--- src/rtl/eoc_rpt_pkg.sv ---
package eoc_rpt_pkg;

  typedef enum logic {
    DIR_L2S = 1'b0,
    DIR_S2L = 1'b1
  } eoc_dir_e;

  function automatic logic addr_in_window(input int unsigned addr,
                                          input int unsigned lo,
                                          input int unsigned hi);
    return (addr >= lo) && (addr <= hi);
  endfunction

  function automatic int unsigned step_addr(input int unsigned addr,
                                            input eoc_dir_e dir);
    return (dir == DIR_L2S) ? addr - 1 : addr + 1;
  endfunction

endpackage

--- src/rtl/eoc_msg_shifter.sv ---
module eoc_msg_shifter #(
  parameter int unsigned MSG_W = 12,
  localparam int unsigned CNT_W = $clog2(MSG_W + 1)
) (
  input  logic             clk,
  input  logic             rst_n,
  input  logic             bit_vld,
  input  logic             bit_first,
  input  logic             bit_in,
  output logic             msg_done,
  output logic [MSG_W-1:0] msg_word
);

  logic [CNT_W-1:0] cnt;
  logic [CNT_W-1:0] cnt_nxt;
  logic [MSG_W-2:0] sreg;
  logic             accept;

  assign accept   = bit_vld && (bit_first || (cnt != '0));
  assign cnt_nxt  = bit_first ? CNT_W'(1) : cnt + CNT_W'(1);
  assign msg_word = {sreg, bit_in};
  assign msg_done = accept && (cnt_nxt == CNT_W'(MSG_W));

  always_ff @(posedge clk) begin
    if (!rst_n) begin
      cnt  <= '0;
      sreg <= '0;
    end else if (accept) begin
      sreg <= msg_word[MSG_W-2:0];
      cnt  <= msg_done ? '0 : cnt_nxt;
    end
  end

endmodule

--- src/rtl/eoc_addr_rewrite.sv ---
module eoc_addr_rewrite
  import eoc_rpt_pkg::*;
#(
  parameter int unsigned ADDR_W = 3,
  parameter int unsigned INFO_W = 8,
  parameter eoc_dir_e    DIR    = DIR_L2S,
  parameter int unsigned WIN_LO = 2,
  parameter int unsigned WIN_HI = 6,
  localparam int unsigned MSG_W = ADDR_W + 1 + INFO_W
) (
  input  logic             auto_mode,
  input  logic [MSG_W-1:0] raw_word,
  output logic [MSG_W-1:0] fwd_word,
  output logic             is_local
);

  logic [31:0] addr_u;
  logic        in_win;

  assign addr_u = 32'(raw_word[MSG_W-1 -: ADDR_W]);
  assign in_win = addr_in_window(addr_u, WIN_LO, WIN_HI);

  always_comb begin
    fwd_word = raw_word;
    is_local = 1'b0;
    if (auto_mode) begin
      if (in_win) begin
        fwd_word[MSG_W-1 -: ADDR_W] = ADDR_W'(step_addr(addr_u, DIR));
      end else begin
        is_local = 1'b1;
      end
    end
  end

endmodule

--- src/rtl/eoc_fwd_hold.sv ---
module eoc_fwd_hold #(
  parameter int unsigned MSG_W = 12
) (
  input  logic             clk,
  input  logic             rst_n,
  input  logic             load,
  input  logic [MSG_W-1:0] load_word,
  input  logic             rd,
  output logic [MSG_W-1:0] out_word,
  output logic             out_vld,
  output logic             out_full,
  output logic             out_ovr
);

  logic ovr_set;

  assign ovr_set = load && out_full && !rd;

  always_ff @(posedge clk) begin
    if (!rst_n) begin
      out_word <= '0;
      out_vld  <= 1'b0;
      out_full <= 1'b0;
      out_ovr  <= 1'b0;
    end else begin
      out_vld  <= load;
      out_full <= load || (out_full && !rd);
      out_ovr  <= ovr_set || (out_ovr && !rd);
      if (load) begin
        out_word <= load_word;
      end
    end
  end

endmodule

--- src/rtl/eoc_dir_channel.sv ---
module eoc_dir_channel
  import eoc_rpt_pkg::*;
#(
  parameter int unsigned ADDR_W = 3,
  parameter int unsigned INFO_W = 8,
  parameter eoc_dir_e    DIR    = DIR_L2S,
  parameter int unsigned WIN_LO = 2,
  parameter int unsigned WIN_HI = 6,
  localparam int unsigned MSG_W = ADDR_W + 1 + INFO_W
) (
  input  logic             clk,
  input  logic             rst_n,
  input  logic             auto_mode,
  input  logic             bit_vld,
  input  logic             bit_first,
  input  logic             bit_in,
  input  logic             rd,
  output logic [MSG_W-1:0] fwd_word,
  output logic             fwd_vld,
  output logic             fwd_full,
  output logic             fwd_ovr,
  output logic [MSG_W-1:0] loc_word,
  output logic             loc_vld,
  output logic             commit,
  output logic             commit_local,
  output logic [MSG_W-1:0] raw_word
);

  logic [MSG_W-1:0] rew_word;
  logic             fwd_load;
  logic             loc_load;

  eoc_msg_shifter #(.MSG_W(MSG_W)) u_shift (
    .clk       (clk),
    .rst_n     (rst_n),
    .bit_vld   (bit_vld),
    .bit_first (bit_first),
    .bit_in    (bit_in),
    .msg_done  (commit),
    .msg_word  (raw_word)
  );

  eoc_addr_rewrite #(
    .ADDR_W (ADDR_W),
    .INFO_W (INFO_W),
    .DIR    (DIR),
    .WIN_LO (WIN_LO),
    .WIN_HI (WIN_HI)
  ) u_rew (
    .auto_mode (auto_mode),
    .raw_word  (raw_word),
    .fwd_word  (rew_word),
    .is_local  (commit_local)
  );

  assign fwd_load = commit && !commit_local;
  assign loc_load = commit && commit_local;

  eoc_fwd_hold #(.MSG_W(MSG_W)) u_hold (
    .clk       (clk),
    .rst_n     (rst_n),
    .load      (fwd_load),
    .load_word (rew_word),
    .rd        (rd),
    .out_word  (fwd_word),
    .out_vld   (fwd_vld),
    .out_full  (fwd_full),
    .out_ovr   (fwd_ovr)
  );

  always_ff @(posedge clk) begin
    if (!rst_n) begin
      loc_word <= '0;
      loc_vld  <= 1'b0;
    end else begin
      loc_vld <= loc_load;
      if (loc_load) begin
        loc_word <= raw_word;
      end
    end
  end

endmodule

--- src/rtl/eoc_rptr_addr_proc.sv ---
module eoc_rptr_addr_proc
  import eoc_rpt_pkg::*;
#(
  parameter int unsigned ADDR_W    = 3,
  parameter int unsigned INFO_W    = 8,
  parameter int unsigned L2S_WIN_LO = 2,
  parameter int unsigned L2S_WIN_HI = 6,
  parameter int unsigned S2L_WIN_LO = 1,
  parameter int unsigned S2L_WIN_HI = 5,
  localparam int unsigned MSG_W    = ADDR_W + 1 + INFO_W
) (
  input  logic             clk,
  input  logic             rst_n,
  input  logic             auto_mode,
  input  logic             ln_bit_vld,
  input  logic             ln_bit_first,
  input  logic             ln_bit,
  input  logic             sys_bit_vld,
  input  logic             sys_bit_first,
  input  logic             sys_bit,
  input  logic             to_sys_rd,
  input  logic             to_ln_rd,
  output logic [MSG_W-1:0] to_sys_msg,
  output logic             to_sys_vld,
  output logic             to_sys_full,
  output logic             to_sys_ovr,
  output logic [MSG_W-1:0] to_ln_msg,
  output logic             to_ln_vld,
  output logic             to_ln_full,
  output logic             to_ln_ovr,
  output logic             ln_loc_vld,
  output logic [MSG_W-1:0] ln_loc_msg,
  output logic             sys_loc_vld,
  output logic [MSG_W-1:0] sys_loc_msg
);

  localparam int unsigned NDIR = 2;

  logic [NDIR-1:0]  in_vld, in_first, in_bit, rd_a;
  logic [NDIR-1:0]  fwd_vld_a, full_a, ovr_a, loc_vld_a;
  logic [NDIR-1:0]  commit_w, local_w;
  logic [MSG_W-1:0] fwd_word_a [NDIR];
  logic [MSG_W-1:0] loc_word_a [NDIR];
  logic [MSG_W-1:0] raw_w      [NDIR];

  assign in_vld   = {sys_bit_vld,   ln_bit_vld};
  assign in_first = {sys_bit_first, ln_bit_first};
  assign in_bit   = {sys_bit,       ln_bit};
  assign rd_a     = {to_ln_rd,      to_sys_rd};

  for (genvar d = 0; d < NDIR; d++) begin : g_dir
    localparam eoc_dir_e    DIR_P = (d == 0) ? DIR_L2S : DIR_S2L;
    localparam int unsigned LO_P  = (d == 0) ? L2S_WIN_LO : S2L_WIN_LO;
    localparam int unsigned HI_P  = (d == 0) ? L2S_WIN_HI : S2L_WIN_HI;

    eoc_dir_channel #(
      .ADDR_W (ADDR_W),
      .INFO_W (INFO_W),
      .DIR    (DIR_P),
      .WIN_LO (LO_P),
      .WIN_HI (HI_P)
    ) u_ch (
      .clk          (clk),
      .rst_n        (rst_n),
      .auto_mode    (auto_mode),
      .bit_vld      (in_vld[d]),
      .bit_first    (in_first[d]),
      .bit_in       (in_bit[d]),
      .rd           (rd_a[d]),
      .fwd_word     (fwd_word_a[d]),
      .fwd_vld      (fwd_vld_a[d]),
      .fwd_full     (full_a[d]),
      .fwd_ovr      (ovr_a[d]),
      .loc_word     (loc_word_a[d]),
      .loc_vld      (loc_vld_a[d]),
      .commit       (commit_w[d]),
      .commit_local (local_w[d]),
      .raw_word     (raw_w[d])
    );
  end

  assign to_sys_msg  = fwd_word_a[0];
  assign to_sys_vld  = fwd_vld_a[0];
  assign to_sys_full = full_a[0];
  assign to_sys_ovr  = ovr_a[0];
  assign ln_loc_vld  = loc_vld_a[0];
  assign ln_loc_msg  = loc_word_a[0];

  assign to_ln_msg   = fwd_word_a[1];
  assign to_ln_vld   = fwd_vld_a[1];
  assign to_ln_full  = full_a[1];
  assign to_ln_ovr   = ovr_a[1];
  assign sys_loc_vld = loc_vld_a[1];
  assign sys_loc_msg = loc_word_a[1];

endmodule

--- config.mk ---
export PLATFORM = sky130hd
export DESIGN_NAME = eoc_rptr_addr_proc
export DESIGN_NICKNAME = d
export VERILOG_FILES = /design/src/rtl/eoc_rpt_pkg.sv /design/src/rtl/eoc_msg_shifter.sv /design/src/rtl/eoc_addr_rewrite.sv /design/src/rtl/eoc_fwd_hold.sv /design/src/rtl/eoc_dir_channel.sv /design/src/rtl/eoc_rptr_addr_proc.sv
export SDC_FILE = /design/constraint.sdc
export NUM_CORES = 1
export LEC_CHECK = 0
export BUFFER_PORTS_ARGS = -buffer_cell sky130_fd_sc_hd__clkbuf_2
export CAP_MARGIN = 20
export CORE_MARGIN = 2
export CORE_UTILIZATION = 59
export DETAILED_ROUTE_END_ITERATION = 12
export GPL_ROUTABILITY_DRIVEN = 0
export GPL_TIMING_DRIVEN = 0
export PLACE_DENSITY = 0.84
export SYNTH_ARGS = -nofsm -noshare
export SYNTH_HDL_FRONTEND = slang
export SYNTH_SLANG_ARGS = --single-unit
--- constraint.sdc ---
create_clock -name clk -period 4.8 [get_ports clk]
set_clock_uncertainty 0.15 [all_clocks]
set_input_delay 0.48 -clock clk [delete_from_list [all_inputs] [get_ports clk]]
set_output_delay 0.48 -clock clk [all_outputs]
set_load 0.02 [all_outputs]
==> reports/results.ini <==
[setup_path]
critPathMaxFanout=10
cp.arrival_ns=2.66
critPathBufInv=2
rrSetupSlack_ns=2.27
cp-start-kind=register
critPathKind=reg -> reg
path_delay_family=simple AND/OR/NAND/NOR gates
max_stage_delay_ns=0.65
slowest_stage=nor4_2
crit_chain=inv_1 > ha_1 > nor4_2 > clkbuf_1 > nand3_1 > a21oi_1
critPathCaptureType=register
critPathRequiredTime_ns=4.93

[cts]
clk_latency_ns=0.36
htreeDepth=3
clock_path_buffers=2
cts-hold-fix-buffers=0
cts_root_buf=clkbuf_8
cts_buffers=9
cts_tree=yes
cts.reportedPaths.clkPinSlew_ns=0.09
post_cts_buffers=0
cts.sinks=86
cts_resized=0

[sta]
tightest_slew_ns=0.795
setup_slack_ns=2.27
fmax_ghz=0.396
hold_viol_final=0
rsz0062_at_grt=no
fin_crit_ns=2.53
fin_tns_setup_ns=0
slew_violations=0
setup_viol=0
holdWs_ns=0.134
max-slew-margin-rel=0.467
finalCritPeriodShare=0.527

[grt]
grt_pass1_wl_um=12400
grt_most_used_layer=met2
use_met2=0.399
antenna_found_initial=0
grt_max_degree=16
grt_usage=0.241
grt_pass1_vias=2681
grt.overflow.total=0
grtUsageMet3=0.0429
use_met1=0.315

[floorplan]
core.rowCount=28
fp.dieW_um=81.9
start_util=0.608
core-area_um2=5890
io_pins=67
die_y_um=81.9
dieArea_um2=6710

[power]
p_leak_nw=1.80
power.density_nw_per_um2=309
p_switching_w=0.000314
intPower_w=0.000981
ir_drop_mv=0.239
p_comb_frac=0.047
finalPower_w=0.00130
power_frac_seq=0.557
p_clk_frac=0.396
switching_share=0.243

[routing]
totalWireLength_um=7970
wl_per_cell_um=15.0
antenna_left=0
drt_iter0_drc=183
dr.pass1.iters=4
vias=2942
via_per_inst=5.54
drc=0

[placement]
dp_hpwl_um=5630
postPlaceCellArea_um2=3990
dpl_worst_slack_ns=2.30
io_buffers=64

[synthesis]
postSynthAreaPerCell_um2=9.52
synth_top_area_share=0.481
ys_ff_latch=86
yosys_warnings=0
synth_area_leaders=dfxtp_1 (48%), mux2i_1 (15%), nor2_1 (7.1%), a21oi_1 (3.8%), ha_1 (2.8%)
yosysTopAreaCell=dfxtp_1
synth_edf_count=0
yosysSeqAreaShare=0.481
ys_types=47
synth_nets=395
postSynthCellCount=376
synthArstFlopShare=0
synth_ff_type=dfxtp_1
synth_area_um2=3580

[finish]
area_growth_pct=17.1
nFillCells=445
nets=470
stdcell_area_um2=4190
n_antenna_cell=0
drive_above_1_share=0.219

[hold_path]
hold_path_class=in -> reg

[job]
cap_violations=0

[outcome]
status=complete, no violations

## area by class of cell
cell class              instances  area (um2)  area share
plain buffers                  23         118      0.0281
clock buffers                  10         128      0.0304
clock inverters                 6        71.3      0.0170
inverters                      11        41.3     0.00985
multi-input cells             256        1700       0.405
flip-flops and latches         86        1720       0.411
well taps                      75        93.8      0.0224
repair buffers                 64         320      0.0764
## flip-flops by register name, indices dropped and copies added (netlist names)
name,count
g_dir.u_ch.u_hold.out_word,24
g_dir.u_ch.loc_word,24
g_dir.u_ch.u_hold.out_full,2
g_dir.u_ch.u_hold.out_vld,2
g_dir.u_ch.loc_vld,2
g_dir.u_ch.u_shift.sreg,22
g_dir.u_ch.u_shift.cnt,8
g_dir.u_ch.u_hold.out_ovr,2
## stage by stage
stage,utilization,std cells
2_1_floorplan,-,376
3_3_place_gp,0.679,515
3_5_place_dp,0.679,515
4_1_cts,0.712,531
5_1_grt,0.712,531
6_report,0.712,531
## layout by cell type, fill, tap and decap left out, types with 2 or more instances in the layout
cell type and count:
a31oi_1 2, nand3_1 15, nor3_1 7, nor2b_1 9, buf_2 7, nand2b_1 7
o21ai_0 4, clkbuf_1 13, clkbuf_8 9, a21oi_1 27, o21ai_1 9, a21o_1 2
inv_1 9, clkinv_4 2, or3_1 2, or4_1 3, ha_1 8, a221oi_1 2
mux2i_1 53, dfxtp_1 86, nor2_1 68, or2_1 2, nand2_1 8, buf_6 3
nor3b_1 4, clkinvlp_4 2, nor4_4 2, clkbuf_2 64, xor2_1 2, a211oi_1 2
## final timing paths
| path | startpoint | to | depth (start not counted) |
|---|---|---|---|
| setup / recovery | g_dir[1].u_ch.u_shift.cnt[0]$_SDFFE_PN0P_ | g_dir[1].u_ch.u_hold.out_word[1]$_SDFFE_PN0P_ | 6 |
| hold / removal | to_sys_rd | g_dir[0].u_ch.u_hold.out_ovr$_SDFF_PN0_ | 2 |
| setup reg to reg | g_dir[1].u_ch.u_shift.cnt[0]$_SDFFE_PN0P_ | g_dir[1].u_ch.u_hold.out_word[1]$_SDFFE_PN0P_ | 6 |
| hold reg to reg | g_dir[1].u_ch.u_hold.out_word[0]$_SDFFE_PN0P_ | g_dir[1].u_ch.u_hold.out_word[0]$_SDFFE_PN0P_ | 2 |
## Yosys cell counts, drive strengths merged, types with 2 or more instances
cell type,n
dfxtp,86
nor2,68
mux2i,54
a21oi,28
nand3,15
o21ai,14
clkbuf,12
buf,11
inv,10
nor2b,9
ha,8
nand2,8
nand2b,7
nor3,7
nor3b,4
nor4,3
or4,3
a211oi,2
a21o,2
a221oi,2
a31oi,2
o31ai,2
or2,2
or3,2
xor2,2
## worst register-to-register path, cell delays in order, from the launching register on
cell	delay [ns]
dfxtp_1	0.38
inv_1	0.12
ha_1	0.36
nor4_2	0.65
clkbuf_1	0.46
nand3_1	0.16
a21oi_1	0.18
## power groups by stage
stage	logic (W)	registers [W]	clock network (W)
2_1_floorplan	0.0000432	0.000736	0
3_3_place_gp	0.0000592	0.000737	0
3_5_place_dp	0.0000608	0.000738	0
4_1_cts	0.0000612	0.000721	0.000512
5_1_grt	0.0000668	0.000722	0.000539
6_report	0.0000613	0.000721	0.000513
## layer usage
metal  share of wire  wire, um
met5               0         0
met4           0.014       110
met3           0.057       451
met2            0.49      3880
met1            0.44      3520
## logic make-up after synthesis
kind of cell             synth area share
adder cells (fa/ha/maj)            0.0280
AO/OA/AOI/OAI                       0.100
AND/OR/NAND/NOR                     0.190
flip-flops                          0.481
XOR/XNOR                          0.00489
buffers and inverters              0.0444
multiplexers                        0.152
(Power assumes the default switching activity.)
